$ cat src/rtl/gpa_pkg.sv
package gpa_pkg;

    localparam int PRIO_W = 8;
    localparam int SEL_W  = 3;

    typedef logic [PRIO_W-1:0] prio_t;
    typedef logic [SEL_W-1:0]  sel_t;

    typedef struct packed {
        logic  vld;
        prio_t grp;
        prio_t sub;
    } key_t;

    function automatic prio_t grp_of(input prio_t v, input sel_t s);
        return v >> s;
    endfunction

    function automatic prio_t sub_of(input prio_t v, input sel_t s);
        prio_t m;
        m = ~(prio_t'('1) << s);
        return v & m;
    endfunction

    // a strictly more urgent than b (valid bits ignored)
    function automatic logic key_less(input key_t a, input key_t b);
        if (a.grp != b.grp) return a.grp < b.grp;
        return a.sub < b.sub;
    endfunction

endpackage

$ cat src/rtl/gpa_key_split.sv
module gpa_key_split
    import gpa_pkg::*;
#(
    parameter int NUM_REQ = 16
) (
    input  logic [NUM_REQ-1:0]        req,
    input  logic [NUM_REQ*PRIO_W-1:0] prio_flat,
    input  sel_t                      split_sel,
    output key_t [NUM_REQ-1:0]        keys
);

    for (genvar i = 0; i < NUM_REQ; i++) begin : g_line
        prio_t val;
        assign val          = prio_flat[i*PRIO_W +: PRIO_W];
        assign keys[i].vld  = req[i];
        assign keys[i].grp  = grp_of(val, split_sel);
        assign keys[i].sub  = sub_of(val, split_sel);
    end

endmodule

$ cat src/rtl/gpa_select_tree.sv
module gpa_select_tree
    import gpa_pkg::*;
#(
    parameter int NUM_REQ = 16,
    localparam int IW     = (NUM_REQ > 1) ? $clog2(NUM_REQ) : 1,
    localparam int LEAVES = 1 << $clog2(NUM_REQ)
) (
    input  key_t [NUM_REQ-1:0] keys,
    output logic               best_vld,
    output logic [IW-1:0]      best_idx,
    output prio_t              best_grp
);

    typedef struct packed {
        key_t          k;
        logic [IW-1:0] idx;
    } node_t;

    node_t nodes [1:2*LEAVES-1];

    for (genvar l = 0; l < LEAVES; l++) begin : g_leaf
        if (l < NUM_REQ) begin : g_real
            assign nodes[LEAVES+l] = '{k: keys[l], idx: IW'(l)};
        end else begin : g_pad
            assign nodes[LEAVES+l] = '0;
        end
    end

    // left child holds lower indices, so it keeps ties
    for (genvar n = 1; n < LEAVES; n++) begin : g_node
        logic take_left;
        assign take_left = nodes[2*n].k.vld &&
                           (!nodes[2*n+1].k.vld ||
                            !key_less(nodes[2*n+1].k, nodes[2*n].k));
        assign nodes[n] = take_left ? nodes[2*n] : nodes[2*n+1];
    end

    assign best_vld = nodes[1].k.vld;
    assign best_idx = nodes[1].k.vld ? nodes[1].idx : '0;
    assign best_grp = nodes[1].k.grp;

endmodule

$ cat src/rtl/gpa_preempt_check.sv
module gpa_preempt_check
    import gpa_pkg::*;
(
    input  logic  win_vld,
    input  prio_t win_grp,
    input  logic  act_valid,
    input  prio_t act_prio,
    input  sel_t  split_sel,
    output logic  preempt
);

    prio_t act_grp;
    assign act_grp = grp_of(act_prio, split_sel);

    always_comb begin
        if (!win_vld)        preempt = 1'b0;
        else if (!act_valid) preempt = 1'b1;
        else                 preempt = (win_grp < act_grp);
    end

endmodule

$ cat src/rtl/gpa_arbiter.sv
module gpa_arbiter
    import gpa_pkg::*;
#(
    parameter int NUM_REQ = 16,
    localparam int IW     = (NUM_REQ > 1) ? $clog2(NUM_REQ) : 1
) (
    input  logic                      clk,
    input  logic                      rst,
    input  logic [NUM_REQ-1:0]        req,
    input  logic [NUM_REQ*PRIO_W-1:0] prio_flat,
    input  logic [SEL_W-1:0]          split_sel,
    input  logic                      act_valid,
    input  logic [PRIO_W-1:0]         act_prio,
    output logic                      win_valid,
    output logic [IW-1:0]             win_idx,
    output logic                      preempt
);

    key_t [NUM_REQ-1:0] keys;
    logic               sel_vld;
    logic [IW-1:0]      sel_idx;
    prio_t              sel_grp;
    logic               sel_pre;

    gpa_key_split #(.NUM_REQ(NUM_REQ)) u_split (
        .req       (req),
        .prio_flat (prio_flat),
        .split_sel (split_sel),
        .keys      (keys)
    );

    gpa_select_tree #(.NUM_REQ(NUM_REQ)) u_tree (
        .keys     (keys),
        .best_vld (sel_vld),
        .best_idx (sel_idx),
        .best_grp (sel_grp)
    );

    gpa_preempt_check u_pre (
        .win_vld   (sel_vld),
        .win_grp   (sel_grp),
        .act_valid (act_valid),
        .act_prio  (act_prio),
        .split_sel (split_sel),
        .preempt   (sel_pre)
    );

    always_ff @(posedge clk) begin
        if (rst) begin
            win_valid <= 1'b0;
            win_idx   <= '0;
            preempt   <= 1'b0;
        end else begin
            win_valid <= sel_vld;
            win_idx   <= sel_idx;
            preempt   <= sel_pre;
        end
    end

endmodule

$ cat config.mk
export PLATFORM = sky130hd
export DESIGN_NAME = gpa_arbiter
export DESIGN_NICKNAME = d
export VERILOG_FILES = /design/src/rtl/gpa_pkg.sv /design/src/rtl/gpa_key_split.sv /design/src/rtl/gpa_select_tree.sv /design/src/rtl/gpa_preempt_check.sv /design/src/rtl/gpa_arbiter.sv
export SDC_FILE = /design/constraint.sdc
export NUM_CORES = 1
export LEC_CHECK = 0
export ABC_AREA = 0
export BUFFER_PORTS_ARGS = -buffer_cell sky130_fd_sc_hd__buf_2
export CAP_MARGIN = 20
export CORE_MARGIN = 8
export CORE_UTILIZATION = 45
export CTS_CLUSTER_SIZE = 10
export DETAILED_ROUTE_END_ITERATION = 7
export GPL_TIMING_DRIVEN = 1
export SLEW_MARGIN = 20
export SYNTH_ARGS = -nofsm -noshare
export SYNTH_HDL_FRONTEND = slang
export SYNTH_SLANG_ARGS = --single-unit
$ cat constraint.sdc
create_clock -name clk -period 20 [get_ports clk]
set_input_delay 5 -clock clk [delete_from_list [all_inputs] [get_ports clk]]
set_output_delay 5 -clock clk [all_outputs]
set_load 0.02 [all_outputs]
* Word-level counts from Yosys, hierarchy flattened
Cells that the tools add are included.
Widths: inputs -> output; s select.
** Word-level totals
- Register bits :: 6
- Output and inout bits :: 6
- Logic and storage cells :: 207
** Operators by class
- $lt $le $gt $ge :: 31
- Eq/ne operators :: 15
- Shifts and indexed selects :: 18
- Mux-type cells :: 61
- Bitwise logic cells :: 18
- Reduce and logical (&&, ||, !) cells :: 61
** Operators by type and width (number)
- $mux 21 :: 15
- $lt 8x8->1 :: 31
- $shr 8x3->8 :: 17
- $and 8x8->8 :: 16
- $ne 8x8->1 :: 15
- $mux 1 :: 46
- $logic_not 1->1 :: 30
- $logic_and 1x1->1 :: 15
- $logic_or 1x1->1 :: 15
- $not 8->8 :: 1
- $shl 8x3->8 const A :: 1
- $reduce_or 2->1 :: 1
- $not 1->1 :: 1

* Depth between registers and ports, before layout
- Word-level depth :: 32
- Depth in mapped cells :: 68
- Gate-level depth less buffers :: 59

* Modules after synthesis
A second synthesis with hierarchy kept.
** Second synthesis, totals
- Cell total of the unflattened synthesis :: 1875
- Area total of the unflattened synthesis :: 13805.7 um^2
** By module, submodules not included
- gpa_select_tree :: instances 1, cells an instance 1202, area each 8717.1 um^2, seq. area each 0.0 um^2
- gpa_key_split :: instances 1, cells an instance 611, area each 4520.6 um^2, seq. area each 0.0 um^2
- gpa_preempt_check :: instances 1, cells an instance 50, area each 410.4 um^2, seq. area each 0.0 um^2
- gpa_arbiter :: instances 1, cells an instance 12, area each 157.7 um^2, seq. area each 120.1 um^2

* Worst setup path after synthesis
No wires, ideal clock.
- Kind :: input -> register
- Start :: input port split_sel[1]
- End :: register preempt
- Setup time :: 0.074 ns
- Arrival time :: 15.922 ns
- Data required time :: 19.926 ns
- Setup slack :: 4.004 ns
- Stages :: 60
- Cell sequence :: buf_1 buf_1 buf_1 clkbuf_1 mux4_2 o21ai_0 inv_1 ha_1 nand3_1 or3_1 a221oi_1 nor2_1 buf_2 clkbuf_1 clkbuf_1 nand3_1 o21ai_0 ha_1 [... 24 more ...] o21ai_0 nand2b_1 a21oi_1 nor2b_1 o21ai_0 a21oi_1 o21a_1 nor2_4 mux2_4 ha_1 a21oi_1 nor2b_1 o21ai_0 nand2b_1 a21oi_1 and3_1 o31ai_1 o21ai_0
** On the way
- Longest elaborated chain between the ends :: 32
** Ends and longest elaborated chain
- start: declaration :: line gpa_arbiter.sv:11 : input logic [SEL_W-1:0] split_sel,
- $shl 8x3->8 :: line gpa_pkg.sv:21 : m = ~(prio_t'('1) << s);
- $not 8->8 :: line gpa_pkg.sv:21
- $and 8x8->8 :: line gpa_pkg.sv:22 : return v & m;
- $lt 8x8->1 :: line gpa_pkg.sv:28 : return a.sub < b.sub;
- $mux 1 :: line gpa_pkg.sv:28
- $logic_not 1->1 :: line gpa_select_tree.sv:34 : !key_less(nodes[2*n+1].k, nodes[2*n].k));
- $logic_or 1x1->1 :: line gpa_select_tree.sv:33 : (!nodes[2*n+1].k.vld ||
- $logic_and 1x1->1 :: line gpa_select_tree.sv:32 : assign take_left = nodes[2*n].k.vld &&
- [... 16 more ...]
- $mux 1 :: line gpa_pkg.sv:27 : if (a.grp != b.grp) return a.grp < b.grp;
- $mux 1 :: line gpa_pkg.sv:28
- $logic_not 1->1 :: line gpa_select_tree.sv:34
- $logic_or 1x1->1 :: line gpa_select_tree.sv:33
- $logic_and 1x1->1 :: line gpa_select_tree.sv:32
- $mux 21 :: line gpa_select_tree.sv:35 : assign nodes[n] = take_left ? nodes[2*n] : nodes[2*n+1];
- $lt 8x8->1 / $not 1->1 (equally long branches)
- $mux 1 / $reduce_or 2->1 (equally long branches)
- end signal: assignment :: line gpa_arbiter.sv:56 : preempt <= sel_pre;
- end: declaration :: line gpa_arbiter.sv:16 : output logic preempt
Parallel ways exist; a longest one is shown, timed or not. The select of a mux whose other input is x is not followed.
A chain may end at the register's enable or synchronous reset.

* Final worst setup path
- Start :: input port split_sel[2]
- End :: register preempt
Same word-level chain as after synthesis.

==> key figures <==
Run status
  – Status: finished, final reports clean

Clock tree
  – CTS tree: yes
  – Sink Count: 6
  – # H-tree levels: 1
  – CTS root buffer: clkbuf_16
  – Clk buf depth: 2
  – Clk slew on worst S/H paths: 0.03 ns
  – Cts bufs inserted: 3
  – Setup Fix Bufs, Post-CTS: 0
  – CTS-repair resized insts: 0
  – Hold buffer count at cts: 0

Drt
  – Final wirelength: 49600 um
  – WL/cell: 22.0 um
  – Detailed Route Iter0 Violations: 1123
  – Routed Antenna Nets: 0
  – Drt first pass iters: 6
  – Vias post-DR: 14100
  – Vias per cell: 6.24
  – DRC viols: 0

Placed design
  – Gpl congestion: 0.977
  – Port-buffer cells: 163
  – DP HPWL: 39400 um
  – Worst slack, placed: 2.48 ns

Floorplanning
  – Die Height: 181 um
  – Row count: 60
  – Chip width: 181 um
  – Die ar.: 32900 sq um
  – Initial Util: 45.8%
  – Ports: 164
  – Core footprint: 26900 sq um

Global route
  – First-pass GRT wire length: a little under 80000 um
  – Initial antenna violation count: 1
  – Vias in the first global route: 13700
  – GR Util All Layers: 28.9%
  – Total gr overflow: 0
  – Largest net degree at the start of global routing: 165

Hold path
  – Hold_sp: rst
  – Hold EP: win_valid
  – Hold depth: 3
  – Hold WC Path Type: input pin to register

Worst setup path
  – CP required: 20.15 ns
  – Crit Path Category: input pin to register
  – Arrival time worst endpoint: 17.49 ns
  – CP max stage delay: 0.61 ns
  – Crit path max fanout: 69
  – Critical path endpoint category: register
  – Startpoint Class: input pin
  – CP most frequent cell: a21oi_1
  – CP max stage cell: o31ai_4

Synth
  – Syn avg cell area: 6.71 sq um
  – Post-Synth XOR/XNOR Area: 0%
  – Leading post-synthesis cells by cell area: ha_1 22%, mux2i_1 12%, nand2_1 8.4%
  – Primary flip-flop cell chosen by synthesis mapping: dfxtp_1
  – Largest family of logic cells by synthesized area: compound AO/OA/AOI/OAI gates
  – Count of cell types in the netlist: 74
  – Ys Warns: 0
  – Compound-Gate Fraction of Synth Area: around 25%
  – Mux cell area share after synthesis: 20.7%
  – Synth area leader: ha_1
  – EDFF count, synth: 0
  – Sequential area share after synthesis: 0.976%
  – Synthesized flop and latch total: 6
  – Ys async rst share: 0%
  – Post-Syn Area: 12300 sq um
  – Area share of fa/ha/maj cells after synthesis: 21.6%
  – Simple-gate share of the synthesized area: 24.3%
  – Post-synth net total: about 2200
  – Share of the synthesized area in the top cell type: 21.6%
  – Syn Inst Count: between 1500 and 2000

Power
  – VDD IR-drop max: between 0.00004 and 0.00005 V
  – PD cells: 74.5 nW/um^2
  – Lkg Pwr: 0.00659 uW

Layout
  – Layout area overhead: 9.33%
  – Commonest cells after routing, fill and taps aside: 277 x nand2_1, 213 x ha_1, 168 x nor2_1, 168 x o21ai_0, 160 x buf_2
  – Layout cells sized above 1: 15.3%
  – Commonest non-fill, non-tap cell in the layout: nand2_1
  – N_diodes: 0
  – Fin nets: 2285

Flow run
  – Number of max-cap violations: 0

Timing
  – Maximum clock rate: 57.7 MHz
  – Sum of negative setup slack: 0 ns
  – Final Hold Vio Count: 0
  – Max_slew headroom: 21.7%
  – Period utilisation layout: 86.7%
  – Slew @ Worst Pin: roughly 1.2 ns
  – Min Tclk post-route: 17.34 ns
  – Setup ws final: 2.66 ns
  – RSZ-0062 raised after global routing: false
  – Final Max Tran Viols: 0
  – Final setup vio count: 0
[final cells by class]
type | instances | area, sq um
Clock buffer | 3 | 75.1
Multi-Input combinational cell | 1610 | 11400
Fill cell | 2774 | 13400
Inverter | 109 | 409
Sequential cell | 6 | 120
Tap cell | 341 | 427
Timing Repair Buffer | 184 | 1020
[layer usage]
| layer | up-vias | wire length (um) | GRT usage (%) |
|---|---|---|---|
| li1 | 6834 | - | - |
| met1 | 6595 | 21900 | 37.1 |
| met2 | 517 | 23200 | 49.6 |
| met3 | 114 | 2470 | 2.08 |
| met4 | 0 | 2120 | 11.3 |
| met5 | - | 0 | 0 |
[synthesized netlist by cell type, types with 9 or more instances]
| cell | instances |
|---|---|
| nand2_1 | 277 |
| ha_1 | 213 |
| nor2_1 | 170 |
| o21ai_0 | 168 |
| mux2i_1 | 150 |
| a21oi_1 | 148 |
| inv_1 | 109 |
| clkbuf_1 | 72 |
| mux2_2 | 48 |
| nand3_1 | 46 |
| a31oi_1 | 33 |
| and2_1 | 28 |
| nand2b_1 | 27 |
| nor2b_1 | 27 |
| buf_1 | 26 |
| a21o_1 | 25 |
| a211oi_1 | 22 |
| nand4_1 | 22 |
| mux4_2 | 21 |
| nor3_1 | 20 |
| o21a_1 | 19 |
| and3_1 | 15 |
| o211ai_1 | 12 |
| o22ai_1 | 12 |
| buf_2 | 9 |
| o22a_1 | 9 |
[cell families (layout without fill, tap and decap cells)]
group	count (synthesis)	in the layout
simple gates	664	664
compound gates	512	512
mux	221	221
buf+inv	218	296
fa+ha+maj	213	213
flops	6	6
[worst max-delay path, delay by kind of cell]
kind                       cells  cell delay [ns]
AOI/OAI and AO/OA             26             5.87
buffers and inverters          6             2.41
and+or+nand+nor               13             1.77
adders and majority gates      5             1.68
muxes                          2             0.61
[flip-flops by register name, indices dropped and copies added, names as in the netlist]
| signal | count |
|---|---|
| preempt | 1 |
| win_idx | 4 |
| win_valid | 1 |
[metrics by stage]
step	util (%)	instance area, sq um	power, uW	std cells	hold slack (ns)
detailed placement	49.6	13300	950	2247	5.37
floorplan	-	12300	708	1834	5.22
CTS	49.9	13400	987	2250	5.14
global route	50.1	13500	1120	2253	5.18
finish	50.1	13500	1000	2253	5.14
global placement	49.6	13300	941	2247	5.36
[power by group]
group | leakage (uW) | switching [uW] | internal, uW
logic | 0.00651 | 563 | 388
registers | 0.0000504 | 1.59 | 17.7
clock network | 0.0000370 | 7.04 | 25.7
total | 0.00659 | 571 | 432
[worst max-delay path by stage]
| stage | start | end | slack [ns] | depth (start not counted) |
|---|---|---|---|---|
| final | split_sel[2] | preempt | 2.66 | 52 |
| after global placement | split_sel[2] | preempt | 2.70 | 50 |
| after CTS | split_sel[2] | preempt | 2.71 | 51 |
| after global routing | split_sel[2] | preempt | 1.63 | 58 |
| after floorplan | split_sel[1] | preempt | 4.00 | 60 |
| after detailed placement | split_sel[2] | preempt | 2.48 | 51 |
Power figures use the tool's default switching activity.
